`config.mk`:
```
export PLATFORM = sky130hd
export DESIGN_NAME = lat_scoreboard
export DESIGN_NICKNAME = d
export VERILOG_FILES = /design/src/rtl/lsb_pkg.sv /design/src/rtl/sb_cycle_ctr.sv /design/src/rtl/sb_latency_lut.sv /design/src/rtl/sb_entry_file.sv /design/src/rtl/sb_query_port.sv /design/src/rtl/lat_scoreboard.sv
export SDC_FILE = /design/constraint.sdc
export NUM_CORES = 1
export LEC_CHECK = 0
export CORE_ASPECT_RATIO = 1.2
export CORE_MARGIN = 2
export CORE_UTILIZATION = 40
export CTS_BUF_LIST = sky130_fd_sc_hd__clkbuf_2 sky130_fd_sc_hd__clkbuf_4 sky130_fd_sc_hd__clkbuf_8
export CTS_CLUSTER_SIZE = 16
export DETAILED_ROUTE_END_ITERATION = 12
export PLACE_DENSITY = 0.56
export SLEW_MARGIN = 20
export SYNTH_ARGS = -nofsm -noshare
export SYNTH_HDL_FRONTEND = slang
export SYNTH_SLANG_ARGS = --single-unit
export TNS_END_PERCENT = 20
```
`constraint.sdc`:
```
create_clock -name clk -period 8.8 [get_ports clk]
set_input_delay 1.32 -clock clk [delete_from_list [all_inputs] [get_ports clk]]
set_output_delay 1.32 -clock clk [all_outputs]
set_load 0.005 [all_outputs]
```
`src/rtl/lsb_pkg.sv`:
```
package lsb_pkg;
  localparam int CLS_W   = 4;
  localparam int LAT_W   = 4;
  localparam int MAX_LAT = 14;

  typedef enum logic [CLS_W-1:0] {
    OPC_NONE      = 4'd0,
    OPC_ALU       = 4'd1,
    OPC_LOAD      = 4'd2,
    OPC_LOAD_SP   = 4'd3,
    OPC_MUL       = 4'd4,
    OPC_MUL_REC   = 4'd5,
    OPC_DIV       = 4'd6,
    OPC_DIV_REC   = 4'd7,
    OPC_MMA       = 4'd8,
    OPC_ST_UPD    = 4'd9,
    OPC_SHIFT_REC = 4'd10,
    OPC_CR_LOGIC  = 4'd11,
    OPC_CR_MOVE   = 4'd12
  } op_class_e;

  // True when the class produces a register result
  function automatic logic cls_writes(input logic [CLS_W-1:0] c);
    return (c != OPC_NONE) && (c <= OPC_CR_MOVE);
  endfunction

  function automatic logic is_cr_cons(input logic [CLS_W-1:0] c);
    return (c == OPC_CR_LOGIC) || (c == OPC_CR_MOVE);
  endfunction

  function automatic logic is_mul(input logic [CLS_W-1:0] c);
    return (c == OPC_MUL) || (c == OPC_MUL_REC);
  endfunction

  function automatic logic [LAT_W-1:0] base_lat(input logic [CLS_W-1:0] c);
    case (c)
      OPC_ALU:       return 4'd2;
      OPC_LOAD:      return 4'd4;
      OPC_LOAD_SP:   return 4'd7;
      OPC_MUL:       return 4'd5;
      OPC_MUL_REC:   return 4'd5;
      OPC_DIV:       return 4'd12;
      OPC_DIV_REC:   return 4'd12;
      OPC_MMA:       return 4'd9;
      OPC_ST_UPD:    return 4'd2;
      OPC_SHIFT_REC: return 4'd3;
      OPC_CR_LOGIC:  return 4'd2;
      OPC_CR_MOVE:   return 4'd2;
      default:       return 4'd0;
    endcase
  endfunction
endpackage

```
`src/rtl/sb_cycle_ctr.sv`:
```
module sb_cycle_ctr #(
  parameter int CNT_W = 8
) (
  input  logic             clk,
  input  logic             rst,
  output logic [CNT_W-1:0] now
);
  always_ff @(posedge clk) begin
    if (rst) now <= '0;
    else     now <= now + 1'b1;
  end

  // counter advances by exactly one per cycle outside reset
  assert_count_step_R11: assert property (@(posedge clk) disable iff (rst)
    !$past(rst) |-> (now == CNT_W'($past(now) + 1'b1)));
endmodule

```
`src/rtl/sb_latency_lut.sv`:
```
module sb_latency_lut
  import lsb_pkg::*;
(
  input  logic [CLS_W-1:0] prod,
  input  logic [CLS_W-1:0] cons,
  output logic [LAT_W-1:0] lat
);
  always_comb begin
    lat = base_lat(prod);
    if (is_mul(prod) && is_mul(cons)) begin
      lat = 4'd4;
    end else if ((prod == OPC_MMA) && (cons == OPC_MMA)) begin
      lat = 4'd4;
    end else if (is_cr_cons(cons)) begin
      case (prod)
        OPC_ALU:       lat = 4'd4;
        OPC_SHIFT_REC: lat = 4'd5;
        OPC_MUL_REC:   lat = 4'd7;
        OPC_DIV_REC:   lat = 4'd14;
        default:       lat = base_lat(prod);
      endcase
    end
  end
endmodule

```
`src/rtl/sb_entry_file.sv`:
```
module sb_entry_file
  import lsb_pkg::*;
#(
  parameter int NUM_TAGS = 32,
  parameter int CNT_W    = 8,
  parameter int NR       = 4,
  localparam int TAG_W   = $clog2(NUM_TAGS)
) (
  input  logic             clk,
  input  logic             rst,
  input  logic             flush,
  input  logic             wr_en,
  input  logic [TAG_W-1:0] wr_tag,
  input  logic [CLS_W-1:0] wr_cls,
  input  logic [CNT_W-1:0] now,
  input  logic [TAG_W-1:0] rd_tag     [NR],
  output logic             rd_settled [NR],
  output logic [CLS_W-1:0] rd_cls     [NR],
  output logic [CNT_W-1:0] rd_issue   [NR],
  output logic             wr_take
);
  logic [NUM_TAGS-1:0] settled;
  logic [CLS_W-1:0]    cls_mem   [NUM_TAGS];
  logic [CNT_W-1:0]    issue_mem [NUM_TAGS];
  logic [TAG_W-1:0]    sweep_idx;
  logic [CNT_W-1:0]    sweep_age;
  logic                sweep_hit;

  assign wr_take   = wr_en && cls_writes(wr_cls) && !flush;
  assign sweep_age = now - issue_mem[sweep_idx];
  assign sweep_hit = !settled[sweep_idx] && (sweep_age >= CNT_W'(MAX_LAT));

  // Payload arrays: no reset, single write port
  always_ff @(posedge clk) begin
    if (wr_take) begin
      cls_mem[wr_tag]   <= wr_cls;
      issue_mem[wr_tag] <= now;
    end
  end

  // Ready bits: clear-all on reset or flush; dispatch beats the sweep
  always_ff @(posedge clk) begin
    if (rst || flush) begin
      settled <= '1;
    end else begin
      if (sweep_hit) settled[sweep_idx] <= 1'b1;
      if (wr_take)   settled[wr_tag]    <= 1'b0;
    end
  end

  always_ff @(posedge clk) begin
    if (rst)                                    sweep_idx <= '0;
    else if (sweep_idx == TAG_W'(NUM_TAGS - 1)) sweep_idx <= '0;
    else                                        sweep_idx <= sweep_idx + 1'b1;
  end

  for (genvar r = 0; r < NR; r++) begin : g_rd
    assign rd_settled[r] = settled[rd_tag[r]];
    assign rd_cls[r]     = cls_mem[rd_tag[r]];
    assign rd_issue[r]   = issue_mem[rd_tag[r]];
  end

  // clear-all leaves every tag ready
  assert_flush_clears_R1: assert property (@(posedge clk) disable iff (rst)
    flush |=> (&settled));

  // an accepted dispatch makes the tag pending with the current cycle
  assert_write_pending_R9: assert property (@(posedge clk) disable iff (rst)
    (wr_en && !flush && cls_writes(wr_cls)) |=>
      (!settled[$past(wr_tag)] && (issue_mem[$past(wr_tag)] == $past(now))));

  // a non-writing class leaves a pending entry's dispatch cycle alone
  assert_none_keeps_R3: assert property (@(posedge clk) disable iff (rst)
    (wr_en && !cls_writes(wr_cls) && !settled[wr_tag]) |=>
      (issue_mem[$past(wr_tag)] == $past(issue_mem[wr_tag])));
endmodule

```
`src/rtl/sb_query_port.sv`:
```
module sb_query_port
  import lsb_pkg::*;
#(
  parameter int NS    = 2,
  parameter int TAG_W = 5,
  parameter int CNT_W = 8
) (
  input  logic             clk,
  input  logic             rst,
  input  logic             q_valid,
  input  logic [CLS_W-1:0] q_cls,
  input  logic [TAG_W-1:0] src        [NS],
  input  logic [NS-1:0]    src_en,
  input  logic [CNT_W-1:0] now,
  input  logic             rd_settled [NS],
  input  logic [CLS_W-1:0] rd_cls     [NS],
  input  logic [CNT_W-1:0] rd_issue   [NS],
  input  logic             wr_take,
  input  logic [TAG_W-1:0] wr_tag,
  output logic             stall
);
  logic [NS-1:0] src_stall;

  for (genvar s = 0; s < NS; s++) begin : g_src
    logic [LAT_W-1:0] lat;
    logic [CNT_W-1:0] age;
    logic             same_edge;

    sb_latency_lut u_lut (
      .prod (rd_cls[s]),
      .cons (q_cls),
      .lat  (lat)
    );

    assign age       = now - rd_issue[s];
    assign same_edge = wr_take && (wr_tag == src[s]);
    assign src_stall[s] = src_en[s] &&
                          (same_edge || (!rd_settled[s] && (age < CNT_W'(lat))));
  end

  always_ff @(posedge clk) begin
    if (rst) stall <= 1'b0;
    else     stall <= q_valid && (|src_stall);
  end

  // an idle port never reports a stall
  assert_idle_no_stall_R8: assert property (@(posedge clk) disable iff (rst)
    !q_valid |=> !stall);

  // a query with every source disabled is ready
  assert_no_src_ready_R8: assert property (@(posedge clk) disable iff (rst)
    (q_valid && (src_en == '0)) |=> !stall);
endmodule

```
`src/rtl/lat_scoreboard.sv`:
```
module lat_scoreboard
  import lsb_pkg::*;
#(
  parameter int NUM_TAGS = 32,
  parameter int CNT_W    = 8,
  parameter int NQ       = 2,
  parameter int NS       = 2,
  localparam int TAG_W   = $clog2(NUM_TAGS)
) (
  input  logic                   clk,
  input  logic                   rst,
  input  logic                   flush,
  input  logic                   disp_valid,
  input  logic [TAG_W-1:0]       disp_tag,
  input  logic [CLS_W-1:0]       disp_class,
  input  logic [NQ-1:0]          q_valid,
  input  logic [NQ*CLS_W-1:0]    q_class,
  input  logic [NQ*NS*TAG_W-1:0] q_src,
  input  logic [NQ*NS-1:0]       q_src_en,
  output logic [NQ-1:0]          q_stall,
  output logic [CNT_W-1:0]       cycle_o
);
  localparam int NR = NQ * NS;

  logic [CNT_W-1:0] now;
  logic [TAG_W-1:0] rd_tag     [NR];
  logic             rd_settled [NR];
  logic [CLS_W-1:0] rd_cls     [NR];
  logic [CNT_W-1:0] rd_issue   [NR];
  logic             wr_take;

  sb_cycle_ctr #(.CNT_W(CNT_W)) u_ctr (
    .clk (clk),
    .rst (rst),
    .now (now)
  );

  assign cycle_o = now;

  for (genvar r = 0; r < NR; r++) begin : g_tag
    assign rd_tag[r] = q_src[r*TAG_W +: TAG_W];
  end

  sb_entry_file #(
    .NUM_TAGS (NUM_TAGS),
    .CNT_W    (CNT_W),
    .NR       (NR)
  ) u_file (
    .clk        (clk),
    .rst        (rst),
    .flush      (flush),
    .wr_en      (disp_valid),
    .wr_tag     (disp_tag),
    .wr_cls     (disp_class),
    .now        (now),
    .rd_tag     (rd_tag),
    .rd_settled (rd_settled),
    .rd_cls     (rd_cls),
    .rd_issue   (rd_issue),
    .wr_take    (wr_take)
  );

  for (genvar p = 0; p < NQ; p++) begin : g_port
    logic [TAG_W-1:0] p_src     [NS];
    logic             p_settled [NS];
    logic [CLS_W-1:0] p_cls     [NS];
    logic [CNT_W-1:0] p_issue   [NS];

    for (genvar s = 0; s < NS; s++) begin : g_map
      assign p_src[s]     = rd_tag[p*NS+s];
      assign p_settled[s] = rd_settled[p*NS+s];
      assign p_cls[s]     = rd_cls[p*NS+s];
      assign p_issue[s]   = rd_issue[p*NS+s];
    end

    sb_query_port #(
      .NS    (NS),
      .TAG_W (TAG_W),
      .CNT_W (CNT_W)
    ) u_port (
      .clk        (clk),
      .rst        (rst),
      .q_valid    (q_valid[p]),
      .q_cls      (q_class[p*CLS_W +: CLS_W]),
      .src        (p_src),
      .src_en     (q_src_en[p*NS +: NS]),
      .now        (now),
      .rd_settled (p_settled),
      .rd_cls     (p_cls),
      .rd_issue   (p_issue),
      .wr_take    (wr_take),
      .wr_tag     (disp_tag),
      .stall      (q_stall[p])
    );
  end

  // same-edge dispatch and query of one tag on port 0 slot 0 stalls
  assert_same_edge_stall_R10: assert property (@(posedge clk) disable iff (rst)
    (disp_valid && !flush && cls_writes(disp_class) && q_valid[0] &&
     q_src_en[0] && (q_src[TAG_W-1:0] == disp_tag)) |=> q_stall[0]);
endmodule

```
==> impl_metrics.toml <==
[clock_network]
cts_sinks = 431
htreeDepth = 3
post-cts-setup-buffers = 0
cts_buffer_depth = 3
cts_made_buffers = 75
cts_tree = "done"
insertion_delay_ns = 0.71
cts_hold_buffers = 0
clkTransAtPathRegs_ns = 0.07
clockRootBuffer = "clkbuf_8"
cts_resized = 0

[yosys]
synth_cell_types = 79
syn_avg_cell_area_um2 = 15.2
synth_top_area_share = 0.364
ys_ff_latch = 431
yosys_warnings = 0
yosys.cell_count.top_type = "mux4_2"
async_reset_ff_frac = 0
synthTopCellsByArea = "edfxtp_1 (36%), mux4_2 (35%), mux2i_1 (3.2%)"
synth_compound_gate_area_share = 0.0697
synth_top_cell_by_area = "edfxtp_1"
synthMuxAreaShare = 0.405
synthCells = 2078
synth_fp_nets = 2183
synth_area_mm2 = 0.0317
synth_common_cells = "mux4_2 (498), edfxtp_1 (384), mux2i_1 (102), nor2_1 (96), buf_2 (74)"
synth_top_family_by_area = "multiplexers"
yosys.area_share.adder = 0.0241
ys_seq_area_frac = 0.394
synth-xor-area-share = 0.0144
synth_ff_type = "edfxtp_1"
synth-edff-count = 384
synth_simple_gate_area_share = 0.0633

[global_route]
grt.total_usage = 0.310
grt_pass1_vias = 23100
grt_max_degree = 71
antenna_found_initial = 7
grt_first_pass_wirelength_mm = 176
grt_overflow = 0

[worst_setup_path]
arrival_ns = 6.61
r2r-end = "u_file.settled[1]"
critPathKind = "in2reg"
r2r_start = "u_file.sweep_idx[0]"
critPathMaxFanout = 27
r2r_slack_ns = 3.26
r2r_cells = 16
cp-start-kind = "primary input"
worstSetupEndpointType = "flip-flop"
cp_data_required_time_ns = 9.46
crit_path_start = "q_src[2]"

[timing]
period_share = 0.676
post-route-min-period_ns = 5.95
rsz0062_at_grt = "no"
finalSetupViolCount = 0
fmax_ghz = 0.168
clock_skew_ns = 0.0283
setup_tns_ns = 0
slew_violations = 0
hold_violations = 0
layout_setup_ws_ns = 2.85
slew_headroom = 0.228
worst_slew_pin_slew_ns = 1.16

[floorplanning]
die_area_mm2 = 0.0815
start_util = 0.402
io_pins = 57
fp.dieH_um = 312
coreArea_mm2 = 0.0788
rows = 113
die_w_um = 261

[worst_hold_path]
min_to = "u_ctr.now[6]"
hp-class = "reg2reg"
hold_path_depth = 2
hp-start = "u_ctr.now[6]"

[placement]
dp_slack_ns = 2.30
post-dp-hpwl_mm = 81.8
port_buffers = 56
dp_cells = 3070
place_congestion = 0.955

[detailed_routing]
drtIter0Drc = 3436
post-route-drc-count = 0
num_vias = 23400
drt_pre_antenna_iters = 8
routed_wl_mm = 126
viasPerCell = 7.29
wl_per_cell_um = 39.2
antenna_left = 0

[final_layout]
syn_to_final_growth_pct = 10.4
postLayoutCoreUtil = 0.444
num-fill-cells = 6854
fin_nets = 2217
drive_gt1_frac = 0.369
finalNonFillerCells = 3207

[power]
p_clk_frac = 0.381
swShare = 0.287
fin_total_pwr_uw = 5300
seq_power_share = 0.426
irDropWorstVdd_mv = 0.0934
p_comb_frac = 0.194
power.density_mw_per_mm2 = 151
p_int_uw = 3780
p_sw_uw = 1520
power.leakage_uw = 0.0112

[outcome]
outcome = "completed"

[run]
maxCapViolCount = 0
## state kept, by name, summed over array words and instances (netlist names)
name and cells:
u_file.issue_mem 256, u_file.cls_mem 128, u_ctr.now 8, u_file.sweep_idx 5, g_port.u_port.stall 2, u_file.settled 32
## layer usage
| metal | vias up | track usage | part of all wire |
|---|---|---|---|
| met5 | - | 0 | 0.00041 |
| met4 | 8 | 0.214 | 0.078 |
| met3 | 445 | 0.0597 | 0.097 |
| met2 | 1682 | 0.495 | 0.48 |
| met1 | 12200 | 0.380 | 0.35 |
| li1 | 9077 | - | - |
## cell type report
type                            count  area (um2)  share of cell area
Sequential cell                   431       12500               0.357
Inverter                           24        90.1             0.00258
Antenna cell                        2        5.00            0.000143
Timing Repair Buffer              140        1150              0.0328
Clock inverter                     34         297             0.00848
Multi-Input combinational cell   1440       18400               0.525
Tap cell                         1035        1290              0.0370
Clock buffer                      101        1300              0.0371
## power groups by stage
stage | logic (uW) | clock network [uW] | registers, uW
3_5_place_dp | 1010 | 0 | 2300
2_1_floorplan | 703 | 0 | 2290
6_report | 1030 | 2020 | 2250
4_1_cts | 1020 | 2040 | 2250
5_1_grt | 1080 | 2130 | 2250
3_3_place_gp | 1000 | 0 | 2300
## metrics by stage
stage / instance area, um2 / hold WS, ns
floorplan: 31700 / 0.542
global placement: 33400 / 0.499
detailed placement: 33400 / 0.512
CTS: 35000 / 0.527
global route: 35000 / 0.566
finish: 35000 / 0.519
## how the worst max path moves through the flow
stage,endpoint,depth (start not counted)
after floorplan,g_port[1].u_port.stall,20
after global placement,g_port[0].u_port.stall,15
after detailed placement,g_port[0].u_port.stall,15
after CTS,g_port[0].u_port.stall,15
after global routing,g_port[0].u_port.stall,15
final,g_port[0].u_port.stall,15
## critical path: stages
cell and delay, ns:
buf_2 0.57, buf_4 0.69, nor2b_1 0.94, o2111ai_1 0.42, and4_1 0.44, nor2_1 0.20
nand2_1 0.11, nor2_1 0.13, a221oi_1 0.13, ha_1 0.38, a21o_1 0.16, a2111oi_0 0.41
o211ai_1 0.15, nor4_1 0.30, a311o_2 0.21
## cell families (layout without fill, tap and decap cells)
group           Yosys count  after routing
simple gates            379            379
flops                   431            431
compound gates          317            317
mux                     634            634
fa+ha+maj                58             58
buf+inv                 207            299
xor+xnor                 52             52
other cells               0              2
## cells in the final DEF (no fill, tap or decap), drive strengths merged, types with 11 or more instances in the layout
cell and count:
nand2 66, and3 14, and2 11, nand2b 18, o21ai 59, buf 104, nand3 34, a21oi 43
ha 53, mux4 511, xor2 29, clkbuf 101, edfxtp 384, nand3b 17, nor2 96, mux2 21
a31oi 11, xnor2 23, dfxtp 47, mux2i 102, a211oi 17, nor3b 12, a22oi 50, o311ai 35
o22ai 21, inv 24, clkinv 24, nor2b 33, nor3 27, nand4 17, clkdlybuf4s50 36
No activity file was read; power rests on OpenSTA's default activity.
